<file path="config.mk">
export PLATFORM = sky130hd
export DESIGN_NAME = gpio16_irq_ctrl
export DESIGN_NICKNAME = d
export VERILOG_FILES = /design/src/rtl/gpio16_pkg.sv /design/src/rtl/gpio16_sync.sv /design/src/rtl/gpio16_pin_event.sv /design/src/rtl/gpio16_irq_ctrl.sv
export SDC_FILE = /design/constraint.sdc
export NUM_CORES = 1
export LEC_CHECK = 0
export BUFFER_PORTS_ARGS = -buffer_cell sky130_fd_sc_hd__buf_2
export CORE_MARGIN = 3
export CORE_UTILIZATION = 60
export DETAILED_ROUTE_END_ITERATION = 7
export HOLD_SLACK_MARGIN = 0.08
export PLACE_DENSITY_LB_ADDON = 0.3
export SLEW_MARGIN = 0
export SYNTH_ARGS = -nofsm -noshare
export SYNTH_HDL_FRONTEND = slang
export SYNTH_SLANG_ARGS = --single-unit
</file>
<file path="constraint.sdc">
create_clock -name clk -period 3.8 [get_ports clk]
set_input_delay 0.19 -clock clk [delete_from_list [all_inputs] [get_ports clk]]
set_output_delay 0.19 -clock clk [all_outputs]
set_load 0.01 [all_outputs]
</file>
<file path="src/rtl/gpio16_pkg.sv">
package gpio16_pkg;

    localparam int unsigned STYLE_W = 3;

    typedef enum logic [STYLE_W-1:0] {
        STY_LVL_HI = 3'd0,
        STY_LVL_LO = 3'd1,
        STY_RISE   = 3'd2,
        STY_FALL   = 3'd3,
        STY_ANY    = 3'd4
    } style_e;

    typedef enum logic {
        PIN_IDLE    = 1'b0,
        PIN_PENDING = 1'b1
    } pend_state_e;

    // word indices (byte address / 4)
    localparam int unsigned OFS_DOUT = 0;
    localparam int unsigned OFS_DIR  = 1;
    localparam int unsigned OFS_PINS = 2;
    localparam int unsigned OFS_STAT = 3;
    localparam int unsigned OFS_STY0 = 4;

endpackage

</file>
<file path="src/rtl/gpio16_sync.sv">
module gpio16_sync #(
    parameter int unsigned WIDTH = 16
) (
    input  logic             clk,
    input  logic             rst_n,
    input  logic [WIDTH-1:0] d,
    output logic [WIDTH-1:0] q
);
    logic [WIDTH-1:0] meta_q;

    always_ff @(posedge clk or negedge rst_n) begin
        if (!rst_n) begin
            meta_q <= '0;
            q      <= '0;
        end else begin
            meta_q <= d;
            q      <= meta_q;
        end
    end
endmodule

</file>
<file path="src/rtl/gpio16_pin_event.sv">
module gpio16_pin_event
    import gpio16_pkg::*;
(
    input  logic               clk,
    input  logic               rst_n,
    input  logic               lvl_now,
    input  logic               lvl_prev,
    input  logic [STYLE_W-1:0] style,
    input  logic               clr,
    output logic               pending,
    output logic               style_ok
);
    pend_state_e st_q, st_nxt;
    logic        hit;
    logic        edge_sty;
    logic        rise;
    logic        fall;

    assign rise = lvl_now & ~lvl_prev;
    assign fall = ~lvl_now & lvl_prev;

    always_comb begin
        hit      = 1'b0;
        edge_sty = 1'b0;
        unique case (style_e'(style))
            STY_LVL_HI: hit = lvl_now;
            STY_LVL_LO: hit = ~lvl_now;
            STY_RISE:   begin hit = rise;        edge_sty = 1'b1; end
            STY_FALL:   begin hit = fall;        edge_sty = 1'b1; end
            STY_ANY:    begin hit = rise | fall; edge_sty = 1'b1; end
            default:    hit = 1'b0;
        endcase
    end

    // next-state: detect and acknowledge
    always_comb begin
        st_nxt = st_q;
        unique case (st_q)
            PIN_IDLE:    if (hit) st_nxt = PIN_PENDING;
            PIN_PENDING: if (clr && !(hit && edge_sty)) st_nxt = PIN_IDLE;
            default:     st_nxt = PIN_IDLE;
        endcase
    end

    always_ff @(posedge clk or negedge rst_n) begin
        if (!rst_n) st_q <= PIN_IDLE;
        else        st_q <= st_nxt;
    end

    always_comb begin
        pending  = (st_q == PIN_PENDING);
        style_ok = (style <= STY_ANY);
    end
endmodule

</file>
<file path="src/rtl/gpio16_irq_ctrl.sv">
module gpio16_irq_ctrl
    import gpio16_pkg::*;
#(
    parameter int unsigned NUM_PINS = 16,
    parameter int unsigned NUM_IRQ  = 13,
    parameter int unsigned DATA_W   = 32,
    parameter int unsigned ADDR_W   = 5
) (
    input  logic              clk,
    input  logic              rst_n,
    input  logic              bus_wr,
    input  logic [ADDR_W-1:0] bus_addr,
    input  logic [DATA_W-1:0] bus_wdata,
    output logic [DATA_W-1:0] bus_rdata,
    input  logic [NUM_PINS-1:0] pin_in,
    output logic [NUM_PINS-1:0] pad_out,
    output logic [NUM_PINS-1:0] pad_drive_en,
    output logic [NUM_IRQ-1:0]  irq_out
);
    localparam int unsigned WORD_W   = ADDR_W - 2;
    localparam int unsigned PER_REG  = 8;
    localparam int unsigned STY_BITS = STYLE_W * PER_REG;
    localparam int unsigned NUM_SREG = NUM_PINS / PER_REG;

    localparam logic [WORD_W-1:0] W_DOUT = WORD_W'(OFS_DOUT);
    localparam logic [WORD_W-1:0] W_DIR  = WORD_W'(OFS_DIR);
    localparam logic [WORD_W-1:0] W_PINS = WORD_W'(OFS_PINS);
    localparam logic [WORD_W-1:0] W_STAT = WORD_W'(OFS_STAT);

    logic [WORD_W-1:0]   word;
    logic [NUM_PINS-1:0] dout_q;
    logic [NUM_PINS-1:0] dir_q;
    logic [STYLE_W-1:0]  style_q [NUM_PINS];
    logic [NUM_PINS-1:0] sync_lvl;
    logic [NUM_PINS-1:0] prev_lvl;
    logic [NUM_PINS-1:0] clr_vec;
    logic [NUM_PINS-1:0] pend_vec;
    logic [NUM_PINS-1:0] ok_vec;
    logic [STY_BITS-1:0] sty_word [NUM_SREG];
    logic                unused_bits;

    assign word        = bus_addr[ADDR_W-1:2];
    assign unused_bits = ^{bus_addr[1:0], bus_wdata[DATA_W-1:STY_BITS]};

    // control registers
    always_ff @(posedge clk or negedge rst_n) begin
        if (!rst_n) begin
            dout_q <= '0;
            dir_q  <= '1;
            for (int p = 0; p < NUM_PINS; p++) style_q[p] <= '0;
        end else if (bus_wr) begin
            if (word == W_DOUT) dout_q <= bus_wdata[NUM_PINS-1:0];
            if (word == W_DIR)  dir_q  <= bus_wdata[NUM_PINS-1:0];
            for (int p = 0; p < NUM_PINS; p++) begin
                if (word == WORD_W'(OFS_STY0 + p / PER_REG))
                    style_q[p] <= bus_wdata[(p % PER_REG) * STYLE_W +: STYLE_W];
            end
        end
    end

    assign pad_out      = dout_q;
    assign pad_drive_en = ~dir_q;

    gpio16_sync #(.WIDTH(NUM_PINS)) sync_i (
        .clk   (clk),
        .rst_n (rst_n),
        .d     (pin_in),
        .q     (sync_lvl)
    );

    always_ff @(posedge clk or negedge rst_n) begin
        if (!rst_n) prev_lvl <= '0;
        else        prev_lvl <= sync_lvl;
    end

    assign clr_vec = (bus_wr && word == W_STAT) ? bus_wdata[NUM_PINS-1:0] : '0;

    generate
        for (genvar g = 0; g < NUM_PINS; g++) begin : g_pin
            gpio16_pin_event ev_i (
                .clk      (clk),
                .rst_n    (rst_n),
                .lvl_now  (sync_lvl[g]),
                .lvl_prev (prev_lvl[g]),
                .style    (style_q[g]),
                .clr      (clr_vec[g]),
                .pending  (pend_vec[g]),
                .style_ok (ok_vec[g])
            );
        end
        for (genvar i = 0; i < NUM_IRQ; i++) begin : g_irq
            assign irq_out[i] = pend_vec[i] & ok_vec[i];
        end
        for (genvar r = 0; r < NUM_SREG; r++) begin : g_sty
            always_comb begin
                for (int k = 0; k < PER_REG; k++)
                    sty_word[r][k*STYLE_W +: STYLE_W] = style_q[r*PER_REG + k];
            end
        end
    endgenerate

    // read path
    always_comb begin
        bus_rdata = '0;
        case (word)
            W_DOUT:  bus_rdata[NUM_PINS-1:0] = dout_q;
            W_DIR:   bus_rdata[NUM_PINS-1:0] = dir_q;
            W_PINS:  bus_rdata[NUM_PINS-1:0] = sync_lvl;
            W_STAT:  bus_rdata[NUM_PINS-1:0] = pend_vec;
            default: begin
                for (int r = 0; r < NUM_SREG; r++)
                    if (word == WORD_W'(OFS_STY0 + r))
                        bus_rdata[STY_BITS-1:0] = sty_word[r];
            end
        endcase
    end
endmodule

</file>
# --- Word level (Yosys, flattened, before mapping) ---
# Cells that the tools add are included.
word_totals:
  word_cells: 401
  reg_bits: 144
  out_inout_bits: 77
  in_bits: 56
op_classes:
  mux: 85
  n_lt_le_gt_ge: 13
  eq_ne: 69
  bitwise: 110
  reduce_logical: 87
ops:
  columns: ["op", "n"]
  rows:
  - ["$eq A3 B2 Y1 const B", 34]
  - ["$pmux W1 S5", 16]
  - ["$pmux W16 S4", 1]
  - ["$eq A3 B3 Y1 const B", 18]
  - ["$eq A3 B1 Y1 const B", 17]
  - ["$logic_not A3 Y1", 17]
  - ["$mux W1", 48]
  - ["$mux W24", 2]
  - ["$not A1 Y1", 48]
  - ["$reduce_or A3 Y1", 16]
  - ["$and A1 B1 Y1", 45]
  - ["$le A3 B3 Y1 const B", 13]
  - ["$logic_and A1 B1 Y1", 33]
  - ["$pmux W1 S2", 16]
  - ["$logic_not A1 Y1", 16]
  - ["$mux W16", 1]
  - ["$not A16 Y16", 1]
  - ["$or A1 B1 Y1", 16]
  - ["$mux W8", 1]
  - ["$reduce_and A2 Y1", 4]
  - ["$reduce_or A4 Y1", 1]

# --- Depth between registers and ports, before layout ---
logic_depth:
  word_depth: 9
  ltp_mapped: 7
  ltp_nobuf: 5

# --- Cells and area by module ---
# A second synthesis with hierarchy kept.
unflattened:
  cells_unflattened: 662
  hier_area_um2: 7477.2
modules_own_cells:
  columns: ["mod", "instances", "cells_per_inst", "area_per_inst_um2"]
  rows:
  - ["gpio16_irq_ctrl", 1, 406, 4779.6]
  - ["gpio16_pin_event at g_pin[0].ev_i ...", 15, 14, 118.9]
  - ["gpio16_sync", 1, 32, 800.8]
  - ["gpio16_pin_event at g_pin[9].ev_i", 1, 14, 113.9]

# --- Worst setup path after synthesis ---
# OpenSTA, ideal clock, no wires.
synth_path:
  kind: "input to register"
  startpoint: "input bus_addr[4]"
  endpoint: "register dout_q[10] (netlist: pad_out[10])"
  setup_time_ns: 0.125
  path_slack_ns: 2.364
  path_stages: 4
  required_time_ns: 3.675
  arrival_time_ns: 1.311
  path_buffers: 2
  cell_sequence: "buf_4 -> nor4b_4 -> buf_6 -> mux2_2"
synth_via:
  elab_chain_cells: 2
synth_lines:
  columns: ["item", "line", "source"]
  rows:
  - ["from (decl)", "gpio16_irq_ctrl.sv:12", "input logic [ADDR_W-1:0] bus_addr,"]
  - ["$logic_not A3 Y1", "gpio16_irq_ctrl.sv:52", "if (word == W_DOUT) dout_q <= bus_wdata[NUM_PINS-1:0];"]
  - ["$reduce_and A2 Y1 (no source line)", null, null]
  - ["to (signal assigned)", "gpio16_irq_ctrl.sv:52", null]
  - ["to (decl)", "gpio16_irq_ctrl.sv:31", "logic [NUM_PINS-1:0] dout_q;"]
# Every way passes these cells.
# A chain may end at the register's enable or synchronous reset.

# --- Worst setup path after layout ---
layout_path:
  startpoint: "input bus_addr[2]"
  endpoint: "output bus_rdata[2]"
layout_via:
  elab_chain_cells: 4
layout_lines:
  columns: ["item", "line", "source"]
  rows:
  - ["$eq A3 B3 Y1", "gpio16_irq_ctrl.sv:112", "if (word == WORD_W'(OFS_STY0 + r))"]
  - ["$mux W24 (2 in series)", "gpio16_irq_ctrl.sv:112", null]
  - ["$pmux W16 S4 (*)", "gpio16_irq_ctrl.sv:105", "case (word)"]
  - ["to (decl)", "gpio16_irq_ctrl.sv:14", "output logic [DATA_W-1:0] bus_rdata,"]
# Mark *: on every way between the ends. The rest lies on a longest branch, timed or not.

==> reports/qor.csv <==
metric,value,unit
status,finished clean,
final_util,75.9,%
cts_buffers,17,
max_freq,0.418,GHz
synth-edff-count,0,
yosysUniqueCellTypes,39,
root_buffer,clkbuf_16,
maxSlewViolCount,0,
syn-cell-area,7130,µm²
synth.largest_area_cell,dfrtp_1,
finalHoldViolCount,0,
ys_seq_area_share,50.8,%
power_density,541,nW/µm²
dp.cells,836,
power_frac_comb,21.8,%
chipWidth,115,µm
p_int,3340,µW
power,4730,µW
final_layout_size_suffix_gt1_share,33.1,%
die_h,115,µm
antenna_found_initial,0,
grt_use_total,28.2,%
postCtsSetupBuffers,0,
nFillCells,729,
worst_pin_slew,0.919,ns
pin_count,133,
synth_async_sr_flop_share,100,%
cts.path.max_buffers,2,
grt_pass1_vias,5463,
ys_warn_count,0,
relSlewSlack,38.7,%
post-synth-top-area-fraction,44.9,%
clockPowerShare,33.7,%
path_clk_slew,0.05,ns
crit_chain,buf_2 > buf_4 > mux4_2 > inv_1 > o22ai_1 > buf_2,
final_antenna_net_count,0,
crit_buf_inv,4,
totalWireLength,17700,µm
cts_tree,yes,
rsz0062_at_grt,no,
final_cells,908,
cp_common_cell,buf_2,
clock_latency,0.42,ns
cts_num_sinks,144,
detail_route.first_pass.iterations,5,
synth_seq_cells,144,
num_rows,39,
clock_skew,0.00716,ns
cpPeakStageDelay,0.58,ns
synth_area_leaders,"dfrtp_1 45%, mux2_2 11%, dfstp_2 5.9%",
worstPathMaxFanout,27,
cts_resized,0,
syn_inst,595,
hp-class,in -> reg,
overflow,0,
globalplace.congestion,0.814,
finalSetupTns,0,ns
start_kind,primary input,
hpwl,11200,µm
start_util,62.0,%
drc_errors,0,
area_growth,22.6,%
insertedDiodeCount,0,
core-area,11500,µm²
crit_family,buffers and inverters,
via_count,5280,
cap_violations,0,
die_area,13200,µm²
portBuffers,114,
p_leak,0.00404,µW
cp_slowest_cell,buf_4,
p_sw_share,29.5,%
grt_pass1_wl,28400,µm
min_period,2.39,ns
viasPerCell,5.81,
power_switching,1390,µW
wl_per_cell,19.5,µm
required,3.61,ns
syn_area_per_cell,12.0,µm²
drt_iter0_markers,424,
final-setup-viol-count,0,
holdBufCountCts,41,
ir_drop,456,µV
seqPwrFrac,44.6,%
ys.flop_type,dfrtp_1,
cp.arrival,2.20,ns
nets,841,
post-route-period-util,63.0,%
grt_max_degree,99,
cts_max_level,4,
crit_type,in -> out,
end_kind,primary output,
## power groups by stage
stage	Clock, µW	Combinational [µW]	Sequential, µW
finish	1590	1030	2110
global route	1680	1130	2150
detailed placement	0	989	2120
global placement	0	947	2090
CTS	1610	1030	2100
floorplan	0	651	2050
## worst min-delay path, delay by kind of cell
kind / cells / cell delay [ns]
buf+inv: 1 / 0.14
mux: 1 / 0.17
simple gates: 1 / 0.19
## cell usage after synthesis, types with 4 or more instances
cell / count
dfstp_2: 16
ha_1: 32
a21oi_1: 29
nor3_1: 9
o31ai_1: 5
nand2_1: 38
mux2i_1: 24
mux2_2: 70
nor2_1: 11
xnor2_1: 9
nor4b_1: 15
buf_6: 4
mux4_2: 16
inv_1: 67
o21ai_0: 39
dfrtp_1: 128
o311a_1: 4
o22ai_1: 16
clkbuf_1: 5
and2_1: 13
buf_2: 7
buf_4: 13
## registers in the layout, summed over array words and instances (netlist names)
| name | flops |
|---|---|
| sync_i.meta_q | 16 |
| sync_i.q | 16 |
| sty_word | 48 |
| prev_lvl | 16 |
| pad_out | 16 |
| dir_q | 16 |
| g_pin.ev_i.pending | 16 |
## cells by family (layout without fill, tap and decap cells)
logic type               Yosys count  in the layout  synth area share (%)
AND/OR/NAND/NOR                   94             94                  7.58
AO/OA/AOI/OAI                    107            107                  8.89
adder cells (fa/ha/maj)           32             32                  5.61
flip-flops                       144            144                  50.8
multiplexers                     111            111                  19.6
other                              1              8                0.0526
XOR/XNOR                           9              9                  1.10
buffers and inverters             97            260                  6.35
## routing by layer
layer	part of all wire [%]	routed length [µm]	vias to the layer above	GRT usage, %
met5	0	0	-	0
met2	51	9070	206	47.1
li1	-	-	2391	-
met3	6.4	1130	33	6.79
met1	40	7160	2650	36.0
met4	2.1	378	0	10.6
## metrics by stage
stage	hold slack, ns	setup slack, ns	cell area, µm²
3_3_place_gp	0.298	1.40	7770
2_1_floorplan	-0.106	2.36	7160
5_1_grt	0.325	1.29	8740
4_1_cts	0.302	1.39	8740
3_5_place_dp	0.299	1.33	7770
6_report	0.321	1.41	8740
## area by class of cell
class | count | area [µm²] | area share [%]
timing repair buffer | 162 | 1040 | 11.9
clock buffer | 27 | 513 | 5.87
sequential | 144 | 3620 | 41.4
inverter | 67 | 251 | 2.88
tap | 143 | 179 | 2.05
clock inverter | 4 | 52.6 | 0.601
multi-input combinational | 361 | 3080 | 35.3
## cell usage in the layout, fill, tap and decap left out, types with 24 or more instances in the layout
cell,netlist,routed
a21oi_1,29,29
buf_2,7,113
dfrtp_1,128,128
dlygate4sd3_1,0,41
ha_1,32,32
inv_1,67,67
mux2_2,70,70
mux2i_1,24,24
nand2_1,38,38
o21ai_0,39,39
## worst paths after layout
path | startpoint | to | slack, ns | cells past startpoint
worst max-delay path | bus_addr[2] | bus_rdata[2] | 1.41 | 6
worst min-delay path | bus_wr | sty_word[3] | 0.32 | 3
worst max register to register | sync_i.q[14] | g_pin[14].ev_i.pending | 2.41 | 5
worst min register to register | sync_i.meta_q[13] | sync_i.q[13] | 0.35 | 0
max in group asynchronous | rst_n | dir_q[13] | 2.42 | 3
min in group asynchronous | rst_n | sync_i.meta_q[11] | 0.43 | 2
No activity file was read; power rests on OpenSTA's default activity.
